**config.mk**
```make
export PLATFORM = sky130hd
export DESIGN_NAME = bankmap_decoder
export DESIGN_NICKNAME = d
export VERILOG_FILES = /design/src/rtl/bankmap_pkg.sv /design/src/rtl/cfg_port_reg.sv /design/src/rtl/switch_sync.sv /design/src/rtl/route_decode.sv /design/src/rtl/cs_register.sv /design/src/rtl/bankmap_decoder.sv
export SDC_FILE = /design/constraint.sdc
export NUM_CORES = 1
export LEC_CHECK = 0
export CORE_UTILIZATION = 40
export CTS_CLUSTER_SIZE = 14
export DETAILED_ROUTE_END_ITERATION = 8
export DONT_BUFFER_PORTS = 1
export SYNTH_ARGS = -nofsm -noshare
export SYNTH_HDL_FRONTEND = slang
export SYNTH_HIERARCHICAL = 1
export SYNTH_SLANG_ARGS = --single-unit
```
**constraint.sdc**
```tcl
create_clock -name clk -period 2 [get_ports clk]
set_clock_uncertainty 0.15 [all_clocks]
set_input_delay 0.4 -clock clk [delete_from_list [all_inputs] [get_ports clk]]
set_output_delay 0.4 -clock clk [all_outputs]
set_load 0.01 [all_outputs]
```
**src/rtl/bankmap_pkg.sv**
```systemverilog
package bankmap_pkg;
  localparam int CFG_W   = 5;
  localparam int SEC_W   = 2;
  localparam int NUM_SEC = 1 << SEC_W;

  typedef enum logic [2:0] {
    DEV_EPROM = 3'd0,
    DEV_ROM   = 3'd1,
    DEV_VRAM  = 3'd2,
    DEV_URAM0 = 3'd3,
    DEV_URAM1 = 3'd4,
    DEV_URAM2 = 3'd5,
    DEV_URAM3 = 3'd6
  } dev_e;

  localparam int NUM_DEV = 7;

  typedef struct packed {
    logic s4;
    logic s3;
    logic s2;
    logic s1;
    logic s0;
  } cfg_t;

  typedef struct packed {
    dev_e dev;
    logic alt;
  } route_t;
endpackage

```
**src/rtl/cfg_port_reg.sv**
```systemverilog
module cfg_port_reg
  import bankmap_pkg::*;
#(
  parameter int               PORT_W    = 8,
  parameter logic [PORT_W-1:0] PORT_ADDR = 8'h3E
) (
  input  logic              clk,
  input  logic              rst,
  input  logic              io_req,
  input  logic              wr_en,
  input  logic [PORT_W-1:0] port,
  input  logic [CFG_W-1:0]  wdata,
  output cfg_t              cfg_q
);
  logic hit;

  assign hit = io_req && wr_en && (port == PORT_ADDR);

  always_ff @(posedge clk) begin
    if (rst)
      cfg_q <= '0;
    else if (hit)
      cfg_q <= cfg_t'(wdata);
  end
endmodule

```
**src/rtl/switch_sync.sv**
```systemverilog
module switch_sync #(
  parameter int WIDTH  = 2,
  parameter int STAGES = 2
) (
  input  logic             clk,
  input  logic             rst,
  input  logic [WIDTH-1:0] sw_in,
  output logic [WIDTH-1:0] sw_q
);
  logic [WIDTH-1:0] pipe [STAGES];

  for (genvar g = 0; g < STAGES; g++) begin : g_stage
    if (g == 0) begin : g_first
      always_ff @(posedge clk) begin
        if (rst) pipe[g] <= '0;
        else     pipe[g] <= sw_in;
      end
    end else begin : g_next
      always_ff @(posedge clk) begin
        if (rst) pipe[g] <= '0;
        else     pipe[g] <= pipe[g-1];
      end
    end
  end

  assign sw_q = pipe[STAGES-1];
endmodule

```
**src/rtl/route_decode.sv**
```systemverilog
module route_decode
  import bankmap_pkg::*;
(
  input  logic [SEC_W-1:0] sec,
  input  cfg_t             cfg,
  input  logic             mode_cpm,
  input  logic             bank_hi,
  output route_t           route
);
  logic upper_pair;

  assign upper_pair = mode_cpm || (cfg.s4 && bank_hi);

  always_comb begin
    route.dev = DEV_EPROM;
    route.alt = 1'b0;
    unique case (sec)
      2'd0: begin
        if (!cfg.s0)
          route.dev = DEV_EPROM;
        else if (!mode_cpm || !cfg.s1)
          route.dev = DEV_ROM;
        else begin
          route.dev = DEV_URAM0;
          route.alt = cfg.s3;
        end
      end
      2'd1: route.dev = (mode_cpm && cfg.s2) ? DEV_URAM1 : DEV_VRAM;
      2'd2: route.dev = upper_pair ? DEV_URAM2 : DEV_URAM0;
      default: route.dev = upper_pair ? DEV_URAM3 : DEV_URAM1;
    endcase
  end
endmodule

```
**src/rtl/cs_register.sv**
```systemverilog
module cs_register
  import bankmap_pkg::*;
(
  input  logic               clk,
  input  logic               rst,
  input  logic               mem_req,
  input  route_t             sel,
  input  logic               vid_hit,
  output logic [NUM_DEV-1:0] cs_q,
  output logic               alt_q,
  output logic               vid_q
);
  logic [NUM_DEV-1:0] cs_d;

  for (genvar d = 0; d < NUM_DEV; d++) begin : g_cs
    assign cs_d[d] = mem_req && (sel.dev == dev_e'(3'(d)));
  end

  always_ff @(posedge clk) begin
    if (rst) begin
      cs_q  <= '0;
      alt_q <= 1'b0;
      vid_q <= 1'b0;
    end else begin
      cs_q  <= cs_d;
      alt_q <= mem_req && sel.alt;
      vid_q <= vid_hit;
    end
  end
endmodule

```
**src/rtl/bankmap_decoder.sv**
```systemverilog
module bankmap_decoder
  import bankmap_pkg::*;
#(
  parameter int                PORT_W      = 8,
  parameter logic [PORT_W-1:0] PORT_ADDR   = 8'h3E,
  parameter logic [PORT_W-1:0] VID_MASK    = 8'hC0,
  parameter int                SYNC_STAGES = 2
) (
  input  logic              clk,
  input  logic              rst,
  input  logic              mem_req,
  input  logic              io_req,
  input  logic              wr_en,
  input  logic [SEC_W-1:0]  a_top,
  input  logic [PORT_W-1:0] a_low,
  input  logic [CFG_W-1:0]  wdata,
  input  logic              mode_cpm,
  input  logic              bank_hi,
  output logic              cs_eprom,
  output logic              cs_rom,
  output logic              cs_vram,
  output logic [3:0]        cs_uram,
  output logic              uram0_alt,
  output logic              vid_io_en
);
  cfg_t               cfg_q;
  logic [1:0]         sw_q;
  logic               mode_q;
  logic               bank_q;
  route_t             sec_route [NUM_SEC];
  route_t             sel;
  logic               vid_hit;
  logic [NUM_DEV-1:0] cs_q;

  cfg_port_reg #(.PORT_W(PORT_W), .PORT_ADDR(PORT_ADDR)) u_cfg (
    .clk(clk), .rst(rst), .io_req(io_req), .wr_en(wr_en),
    .port(a_low), .wdata(wdata), .cfg_q(cfg_q)
  );

  switch_sync #(.WIDTH(2), .STAGES(SYNC_STAGES)) u_sw (
    .clk(clk), .rst(rst), .sw_in({bank_hi, mode_cpm}), .sw_q(sw_q)
  );

  assign mode_q = sw_q[0];
  assign bank_q = sw_q[1];

  for (genvar s = 0; s < NUM_SEC; s++) begin : g_sec
    route_decode u_rd (
      .sec(SEC_W'(s)), .cfg(cfg_q), .mode_cpm(mode_q),
      .bank_hi(bank_q), .route(sec_route[s])
    );
  end

  assign sel     = sec_route[a_top];
  assign vid_hit = io_req && ((a_low & VID_MASK) != '0);

  cs_register u_cs (
    .clk(clk), .rst(rst), .mem_req(mem_req), .sel(sel), .vid_hit(vid_hit),
    .cs_q(cs_q), .alt_q(uram0_alt), .vid_q(vid_io_en)
  );

  assign cs_eprom = cs_q[DEV_EPROM];
  assign cs_rom   = cs_q[DEV_ROM];
  assign cs_vram  = cs_q[DEV_VRAM];
  assign cs_uram  = cs_q[DEV_URAM3:DEV_URAM0];
endmodule

```
# Word level (Yosys, flattened, before mapping)
# Memory sizes are Yosys's and may differ from the RTL's.
# Cells that the tools add are included.
# classes
add_sub_neg,0
n_mul,0
div,0
order_cmp,1
eq_ne,7
shift,0
mux,15
bitwise_logic,3
n_reduce_logical,19
# ops
op,count
$logic_and A1 B1 Y1,13
$eq A3 B3 Y1 const B,3
$mux W3,3
$bmux W4 S2,1
$eq A8 B6 Y1 const B,1
$mux W2,4
$mux W4,2
$reduce_bool A8 Y1,1
$eq A3 B2 Y1 const B,2
$mux W1,5
$eq A3 B1 Y1 const B,1
$ge A3 B3 Y1 const B,1
$logic_not A3 Y1,1
$not A2 Y3,1
$logic_not A1 Y1,2
$logic_or A1 B1 Y1,2
$or A1 B1 Y1,2
# totals
ff_bits,14
latchBits,0
ramBits,4
mem_bits_ro,0
input_bits,22
out_inout_bits,9
memories,1
# memory_table
memory,depth,word_bits,read_ports,rd_clocked_by_memory_dff,wr,line,source
u_sw.pipe,2,2,2,0,2,switch_sync.sv:10,logic [WIDTH-1:0] pipe [STAGES];

# Depth between registers and ports, before layout
# An unclocked memory read counts as a cell.
# depth
ltp_word,10
depth_mapped,6

# Hierarchy
# Netlist, hierarchy kept.
# modules_own_cells
mod,instances,cells_each,area_each_um2,seq_area_each_um2
route_decode,4,11,68.8,0.0
cs_register,1,23,265.3,180.2
cfg_port_reg,1,24,260.2,100.1
bankmap_decoder,1,7,120.1,0.0
switch_sync,1,8,105.1,80.1

# Worst setup path before layout
# Ideal clock, no wire load.
# synth_path
path_kind,reg-to-reg
from,memory u_sw.pipe[1][0]
to,register u_cs.cs_q[0]
arrival_ns,2.008
setup_slack_ns,-0.231
stages_incl_launch_ff,7
synth_period_minus_slack_ns,2.231
path_cell_list,dfxtp_1 a21o_1 or2_1 a32o_1 mux4_1 or3b_4 nor3_2
# synth_lines
item,line,source
start: declaration,switch_sync.sv:10,
end signal: assignment,cs_register.sv:25,cs_q <= cs_d;
end: declaration,cs_register.sv:9,"output logic [NUM_DEV-1:0] cs_q,"

==> summary.txt <==
RUN STATUS
----------------------------------------------------------------------------------------
Result of the run                                                           finished with violations
Violations in the final reports                                             setup timing

STA
----------------------------------------------------------------------------------------
Count of final setup violators                                                         4
PnR worst setup slack                                                          -115.8 ps
Final-report hold violation count                                                      0
Time the worst path needs with I/O delays and setup                              2116 ps
Peak Freq                                                                      472.6 MHz
Final period utilization                                                          105.8%
Final-layout setup total negative slack                                        -448.5 ps
RSZ-0062 raised after global routing                                                true
Slew Viols, Final                                                                      0

LAYOUT
----------------------------------------------------------------------------------------
Fin util                                                                          56.45%
Finished Layout Cells                                                                187
Sequential cell area                                                           364.1 µm²
Multi-input gate area                                                          815.8 µm²
Number of fill cells in the layout                                                   215
Layout cells sized above 1                                                        11.32%
Nets@finish                                                                          182
Antenna diode count                                                                    0
Synth-to-Final Area Change                                                        27.56%

ROUTING
----------------------------------------------------------------------------------------
Vias after detailed routing                                                          841
Vias per Instance                                                                  4.497
Detailed-route wire length per cell                                             10.27 µm
Final Routed Wirelength                                                          1921 µm
1st-pass router iterations                                                             4
Antenna violation net count after detailed routing                                     0
Drt drc                                                                                0
Number of DRC markers after the initial detailed-route iteration                       4

GLOBAL ROUTE
----------------------------------------------------------------------------------------
Number of antenna violations at the first check in global routing                      0
Vias in the first global route                                                       756
First-pass GRT wire length                                                       3394 µm
Overflow left after global routing                                                     0
Total GRT Usage                                                                   17.26%
Maximum number of pins on one net before global-route repair                          19

PLACED DESIGN
----------------------------------------------------------------------------------------
Total half-perimeter wirelength after legalization and detailed placement        1531 µm
Number of buffers added on ports                                                       0
# placed instances                                                                   180
Gp weighted congestion                                                            0.7805

CLOCK TREE
----------------------------------------------------------------------------------------
CTS max path bufs                                                                      2
Max H-tree Level                                                                       1
Clk pin slew, worst setup/hold paths                                               90 ps
Root Buffer                                                                 sky130_fd_sc_hd__clkbuf_4
Number of sinks handled by clock tree synthesis                                       18
CTS tree                                                                             yes
Clock buffers created by TritonCTS                                                     3
Clock latency of the later-clocked register in the worst-skew pair                290 ps

SYNTH
----------------------------------------------------------------------------------------
Post-Syn Area                                                               0.001026 mm²
Proportion of synthesized chip area in sequential cells                           35.12%
Count of synthesis-stage warnings from yosys                                           6
Number of standard cells after synthesis                                             106
Number of library cell types mapped by synthesis                                      25
Avg Synthesized Cell Area                                                      9.679 µm²
Post-synthesis register bit count                                                     18

PWR
----------------------------------------------------------------------------------------
Switching power summed over all nets                                           0.1529 mW
Power density relative to cell area                                         519.5 mW/mm²
Leakage component of the power                                                 0.5717 nW
Share of power burned in combinational logic                                       13.7%
Switching power share of the total                                                22.49%
Overall power of the completed layout                                          0.6799 mW
Clk pwr share                                                                      31.6%
Int Pwr                                                                        0.5270 mW
Sequential share of power                                                          54.7%
Largest vdd supply drop                                                        0.3903 mV

FLOORPLANNING
----------------------------------------------------------------------------------------
Full die area                                                               0.002772 mm²
Floorplan die height                                                            52.65 µm
Core area                                                                   0.002318 mm²
Top-level I/O count                                                                   31
Starting Density                                                                  44.25%
Placement Rows                                                                        17
DIE WIDTH                                                                       52.65 µm

CRITICAL PATH
----------------------------------------------------------------------------------------
Worst Path Arrival                                                               2200 ps
Worst Path Max Fanout                                                                  4
Required time of the critical path                                               2080 ps
Worst setup path category                                                   flop to flop
Crit. End Element                                                                   flop
Crit start category                                                                 flop

WORST HOLD PATH
----------------------------------------------------------------------------------------
Kind of path behind the tightest hold check                                 input port to flop

FLOW RUN
----------------------------------------------------------------------------------------
Max-capacitance violation count                                                        0

==> placed cells by master (no fill, tap or decap), drive strengths merged, types with 5 or more instances in the layout <==
cell and count:
nor2 13, buf 5, nand2 10, conb 44, nor2b 5, dfxtp 18, mux2i 5, nand2b 12
==> power by group through the flow <==
stage	combinational [mW]	clock [mW]	sequential (mW)
finish	0.0930	0.215	0.372
global route	0.106	0.245	0.374
CTS	0.0874	0.226	0.372
detailed placement	0.0844	0	0.381
global placement	0.0837	0	0.381
floorplan	0.0714	0	0.382
==> synthesized netlist by cell type, drive strengths merged <==
library cell / count / area share, %
nor2b: 5 / 3.0
o21a: 1 / 0.73
dfxtp: 18 / 35
mux4: 4 / 10
nand4b: 4 / 3.4
a32oi: 4 / 3.4
conb: 2 / 0.73
nand2: 10 / 4.4
nor3b: 4 / 2.9
or4b: 1 / 1.3
nand2b: 12 / 7.3
or3b: 1 / 1.1
a21oi: 4 / 2.0
a21o: 4 / 2.9
and3b: 1 / 0.98
or2: 4 / 2.4
nor2: 13 / 4.8
nor3: 3 / 3.0
nand3b: 1 / 0.73
mux2i: 5 / 4.9
a32o: 4 / 3.9
nand4: 1 / 0.61
==> final timing paths <==
kind	from	to	slack, ps	cells past startpoint
max	u_sw/pipe[1][0]$_SDFF_PP0_	u_cs/cs_q[3]$_SDFF_PP0_	-120	6
min	bank_hi	u_sw/pipe[0][1]$_SDFF_PP0_	80	1
max reg2reg	u_sw/pipe[1][0]$_SDFF_PP0_	u_cs/cs_q[3]$_SDFF_PP0_	-120	6
min reg2reg	u_sw/pipe[0][1]$_SDFF_PP0_	u_sw/pipe[1][1]$_SDFF_PP0_	300	1
==> state kept, by name (all words and copies together) (netlist names) <==
name	flops
u_cfg/cfg_q	5
u_cs/vid_q	1
u_sw/pipe	4
u_cs/alt_q	1
u_cs/cs_q	7
==> final cells by class <==
cell class                 count  share of cell area [%]
timing repair buffer           7                   4.398
clock buffer                   4                   2.772
tap                           28                   2.677
multi-input combinational    130                   62.33
sequential                    18                   27.82
==> layer usage <==
metal	GRT usage, %	share of wire, %
met3	5.507	5.3
met2	28.48	48
met1	20.03	45
met5	0	0
met4	7.895	1.9
==> stage by stage <==
| step | instance area [µm²] | hold slack (ps) | setup WS, ps |
|---|---|---|---|
| final | 1309 | 81.90 | -115.8 |
| after global routing | 1309 | 60.24 | -190.9 |
| after CTS | 1303 | 0.4109 | -143.7 |
| after detailed placement | 1249 | 277.5 | -118.7 |
| after global placement | 1249 | 266.2 | -104.9 |
| after floorplan | 1184 | 262.4 | 229.4 |
==> cell families (layout without fill, tap and decap cells) <==
| kind of cell | count (synthesis) | count (layout) | share of synthesized area (%) |
|---|---|---|---|
| and+or+nand+nor | 60 | 60 | 36.10 |
| DFF | 18 | 18 | 35.12 |
| AOI/OAI and AO/OA | 17 | 17 | 12.93 |
| muxes | 9 | 9 | 15.12 |
| other | 2 | 44 | 0.7320 |
| buffers and inverters | 0 | 11 | 0 |
==> critical path: stages, from the launching register on <==
cell,delay (ps)
sky130_fd_sc_hd__dfxtp_4,350
sky130_fd_sc_hd__a21o_1,150
sky130_fd_sc_hd__or2_1,220
sky130_fd_sc_hd__a32o_1,200
sky130_fd_sc_hd__mux4_2,470
sky130_fd_sc_hd__or3b_4,420
sky130_fd_sc_hd__nor2_1,110
==> what timing repair did <==
item	in CTS	in global routing
pin swaps	5	4
endpoints found under the hold margin	1	4
resized for setup	0	1
hold buffers	1	1
endpoints found under the setup margin	4	5
buffers inserted	1	0
Power figures use the tool's default switching activity.
